**config.mk**
```make
export PLATFORM = sky130hd
export DESIGN_NAME = tmr_word_voter
export DESIGN_NICKNAME = d
export VERILOG_FILES = /design/src/rtl/tmr_vote_pkg.sv /design/src/rtl/tmr_pair_cmp.sv /design/src/rtl/tmr_reconfig.sv /design/src/rtl/tmr_word_mux.sv /design/src/rtl/tmr_word_voter.sv
export SDC_FILE = /design/constraint.sdc
export NUM_CORES = 1
export LEC_CHECK = 0
export CORE_ASPECT_RATIO = 1.4
export CORE_MARGIN = 2
export CORE_UTILIZATION = 42
export CTS_CLUSTER_DIAMETER = 100
export DETAILED_ROUTE_END_ITERATION = 10
export PLACE_DENSITY = 0.87
export SLEW_MARGIN = 20
export SYNTH_ARGS = -nofsm -noshare
export SYNTH_HDL_FRONTEND = slang
export SYNTH_HIERARCHICAL = 1
export SYNTH_SLANG_ARGS = --single-unit
```
**constraint.sdc**
```tcl
create_clock -name clk -period 3.8 [get_ports clk]
set_input_delay 0.57 -clock clk [delete_from_list [all_inputs] [get_ports clk]]
set_output_delay 0.57 -clock clk [all_outputs]
set_load 0.01 [all_outputs]
```
**src/rtl/tmr_vote_pkg.sv**
```systemverilog
package tmr_vote_pkg;

    typedef enum logic {
        MODE_TRIPLEX = 1'b0,
        MODE_SIMPLEX = 1'b1
    } mode_e;

    typedef logic [1:0] unit_t;

    localparam unit_t UNIT_A    = 2'd0;
    localparam unit_t UNIT_B    = 2'd1;
    localparam unit_t UNIT_C    = 2'd2;
    localparam unit_t UNIT_NONE = 2'd3;

    localparam int NUM_UNITS = 3;
    localparam int NUM_PAIRS = 3;

    // pair index 0: a-b, 1: b-c, 2: a-c
    typedef struct packed {
        logic eq_ac;
        logic eq_bc;
        logic eq_ab;
    } match_t;

    typedef struct packed {
        logic  single_fault;
        logic  no_agreement;
        unit_t keeper;
    } verdict_t;

    function automatic int pair_lo(input int p);
        return (p == 1) ? 1 : 0;
    endfunction

    function automatic int pair_hi(input int p);
        return (p == 0) ? 1 : 2;
    endfunction

    function automatic verdict_t classify(input match_t m);
        verdict_t v;
        int n;
        n = int'(m.eq_ab) + int'(m.eq_bc) + int'(m.eq_ac);
        v.single_fault = (n == 1);
        v.no_agreement = (n == 0);
        if (m.eq_ab || m.eq_ac)
            v.keeper = UNIT_A;
        else if (m.eq_bc)
            v.keeper = UNIT_B;
        else
            v.keeper = UNIT_NONE;
        return v;
    endfunction

endpackage

```
**src/rtl/tmr_pair_cmp.sv**
```systemverilog
module tmr_pair_cmp
    import tmr_vote_pkg::*;
#(
    parameter int W = 16
) (
    input  logic [NUM_UNITS-1:0][W-1:0] words,
    output match_t                      match
);
    logic [NUM_PAIRS-1:0] eq;

    for (genvar p = 0; p < NUM_PAIRS; p++) begin : g_pair
        localparam int LO = pair_lo(p);
        localparam int HI = pair_hi(p);
        assign eq[p] = (words[LO] == words[HI]);
    end

    assign match.eq_ab = eq[0];
    assign match.eq_bc = eq[1];
    assign match.eq_ac = eq[2];
endmodule

```
**src/rtl/tmr_reconfig.sv**
```systemverilog
module tmr_reconfig
    import tmr_vote_pkg::*;
(
    input  logic     clk,
    input  logic     rst,
    input  logic     in_valid,
    input  verdict_t verdict,
    output mode_e    mode,
    output unit_t    keeper
);
    mode_e mode_q;
    unit_t keeper_q;
    logic  degrade;

    assign degrade = in_valid && (mode_q == MODE_TRIPLEX) && verdict.single_fault;

    always_ff @(posedge clk) begin
        if (rst) begin
            mode_q   <= MODE_TRIPLEX;
            keeper_q <= UNIT_NONE;
        end else if (degrade) begin
            mode_q   <= MODE_SIMPLEX;
            keeper_q <= verdict.keeper;
        end
    end

    assign mode   = mode_q;
    assign keeper = keeper_q;
endmodule

```
**src/rtl/tmr_word_mux.sv**
```systemverilog
module tmr_word_mux
    import tmr_vote_pkg::*;
#(
    parameter int W = 16
) (
    input  logic [NUM_UNITS-1:0][W-1:0] words,
    input  match_t                      match,
    input  mode_e                       mode,
    input  unit_t                       keeper,
    output logic [W-1:0]                voted
);
    logic [W-1:0] tmr_pick;
    logic [W-1:0] solo_pick;

    assign tmr_pick = match.eq_ab ? words[UNIT_A] : words[UNIT_C];

    always_comb begin
        case (keeper)
            UNIT_B:  solo_pick = words[UNIT_B];
            UNIT_C:  solo_pick = words[UNIT_C];
            default: solo_pick = words[UNIT_A];
        endcase
    end

    assign voted = (mode == MODE_SIMPLEX) ? solo_pick : tmr_pick;
endmodule

```
**src/rtl/tmr_word_voter.sv**
```systemverilog
module tmr_word_voter
    import tmr_vote_pkg::*;
#(
    parameter int W = 16
) (
    input  logic         clk,
    input  logic         rst,
    input  logic         in_valid,
    input  logic [W-1:0] word_a,
    input  logic [W-1:0] word_b,
    input  logic [W-1:0] word_c,
    output logic [W-1:0] voted,
    output logic         disagree,
    output logic         all_differ,
    output logic         simplex_mode,
    output logic [1:0]   survivor
);
    logic [NUM_UNITS-1:0][W-1:0] words;
    match_t   match;
    verdict_t verdict;
    mode_e    mode;
    unit_t    keeper;

    assign words = {word_c, word_b, word_a};

    tmr_pair_cmp #(.W(W)) u_cmp (
        .words (words),
        .match (match)
    );

    assign verdict = classify(match);

    tmr_reconfig u_cfg (
        .clk      (clk),
        .rst      (rst),
        .in_valid (in_valid),
        .verdict  (verdict),
        .mode     (mode),
        .keeper   (keeper)
    );

    tmr_word_mux #(.W(W)) u_mux (
        .words  (words),
        .match  (match),
        .mode   (mode),
        .keeper (keeper),
        .voted  (voted)
    );

    assign disagree     = in_valid && !match.eq_ab;
    assign all_differ   = in_valid && verdict.no_agreement;
    assign simplex_mode = (mode == MODE_SIMPLEX);
    assign survivor     = keeper;
endmodule

```
==> results_dict.tcl <==
set metrics [dict create \
    routed_wl_um 4120 \
    ios 72 \
    gp_congestion 0.808 \
    vias_per_cell 5.31 \
    relSlewSlack_pct 45.6 \
    max_freq_mhz 271 \
    min_path_type "reg -> reg" \
    dieArea_um2 3500 \
    drc_errors 0 \
    antenna_found_initial 0 \
    period_needed_ps 3700 \
    clk_latency_ps 230 \
    arrival_ps 3130 \
    crit_chain "clkdlybuf4s50_1 > xnor2_1 > nand4_1 > nor4_4 > fa_1 > nor3b_2 > clkdlybuf4s50_1" \
    worst_pin_slew_ps 815 \
    tns_ps 0 \
    synth_cells 182 \
    start_util_pct 44.3 \
    post_drt_wl_per_cell_um 14.4 \
    io_buffers 71 \
    ir_drop_v 0.000189 \
    powerDensity_nw_per_um2 147 \
    setup_viol_count_final 0 \
    leakage_nw 0.778 \
    dp_hpwl_um 3100 \
    cp_common_cell "clkdlybuf4s50_1" \
    rsz0062_at_grt "no" \
    drt.antenna.violating_nets 0 \
    cts.sinks 3 \
    drive_gt1_share_pct 4.82 \
    n_antenna_cell 0 \
    track_usage_pct 24.7 \
    slowest_delay_ps 560 \
    vias 1518 \
    synth_nets 237 \
    cap_viol_max_count 0 \
    nets 305 \
    clk_pin_slew_worst_paths_ps 30 \
    cts.path.max_buffers 2 \
    area_growth_pct 60.7 \
    fp.dieH_um 69.2 \
    finalMaxSlewViolations 0 \
    status "completed" \
    dr.first_iter.drc_count 38 \
    cts_tree "yes" \
    numCtsBuffers 3 \
    grt_max_degree 17 \
    crit_type "in -> out" \
    fin_skew_ps 5.37 \
    postCtsHoldBufs 0 \
    yosysWarnings 6 \
    die_x_um 50.6 \
    firstDrtPassIters 4 \
    critPathBufInv 2 \
    start_kind "input pin" \
    fin_crit_sh_pct 97.2 \
    htree_levels 1 \
    avgSynthCellArea_um2 7.01 \
    coreArea_um2 2880 \
    hold_violations 0 \
    whs_ps 572 \
    cp.required_ps 3230 \
    first_global_vias 1566 \
    cts_root_buffer "clkbuf_8" \
    crit_family "buffers and inverters" \
    rows 23 \
    final_core_utilization_pct 71.3 \
    cp-end-kind "output port" \
    worst_path_max_delay_cell "clkdlybuf4s50_1" \
    grt-ovfl-total 0 \
    worst-path-max-fanout 4 \
    grt_pass1_wl_um 6960 \
    netlist_area_um2 1280 \
]
[metrics by stage]
step / instance area [um^2] / cells / worst slack, ps / total power, mW
after detailed placement: 1980 / 282 / 76.1 / 0.200
after global placement: 1980 / 282 / 100 / 0.199
after CTS: 2030 / 286 / 62.1 / 0.303
after global routing: 2050 / 286 / 12.0 / 0.321
final: 2050 / 286 / 105 / 0.300
after floorplan: 1280 / 182 / 1160 / 0.0977
[path summary, 6_finish.rpt]
kind,start,endpoint,slack (ps),cells after the start
max reg2reg,u_cfg/mode,u_cfg/keeper[0],2870,2
min reg2reg,u_cfg/keeper[0],u_cfg/keeper[0],570,2
max,word_c[1],all_differ,100,7
min,u_cfg/keeper[0],u_cfg/keeper[0],570,2
[timing repair]
action / in CTS / in global routing
endpoints found under the setup margin: 0 / 16
endpoints found under the hold margin: 0 / 0
resized for setup: 0 / 4
setup buffers: 0 / 0
[power by group]
part | internal, mW | total, mW | leakage (nW) | switching (mW)
clock | 0.0719 | 0.0977 | 0.0228 | 0.0258
combinational | 0.102 | 0.171 | 0.731 | 0.0689
sequential | 0.0317 | 0.0317 | 0.0242 | 0.00000190
total | 0.206 | 0.300 | 0.778 | 0.0946
[layout by cell type, fill, tap and decap left out, drive strengths merged]
cell type	n
fa	1
nand2	32
dlymetal6s2s	1
o21a	1
nor3b	1
inv	4
and2b	1
mux2i	2
clkbuf	4
nor2	7
a31oi	1
nand3	15
nor4	3
nor3	1
o21ai	15
a22o	15
xnor2	48
and2	1
nor2b	4
a21oi	1
clkdlybuf4s50	70
buf	2
ha	3
nand3b	1
dfxtp	3
nand4	12
[sequential cells by signal, indices dropped and copies added (netlist names)]
| name | count |
|---|---|
| u_cfg/keeper | 2 |
| u_cfg/mode | 1 |
[final cells by class]
class | instances | area [um^2]
Timing Repair Buffer | 73 | 728
Sequential cell | 3 | 60.1
Clock buffer | 4 | 45.0
Inverter | 4 | 15.0
Tap cell | 37 | 46.3
Multi-Input combinational cell | 165 | 1160
Fill cell | 249 | 827
[routing by layer]
layer  global-route usage, %  vias up  wire [um]
li1                        -      766          -
met1                    30.1      686       1760
met2                    43.0       57       2090
met3                    1.94        9        170
met4                    11.4        0         97
met5                       0        -          0
[tightest hold or removal path, delay by kind of cell (launching register included)]
family / cells / cell delay (ps)
flops: 1 / 330
mux: 1 / 80
simple gates: 1 / 110
Power figures use the tool's default switching activity.
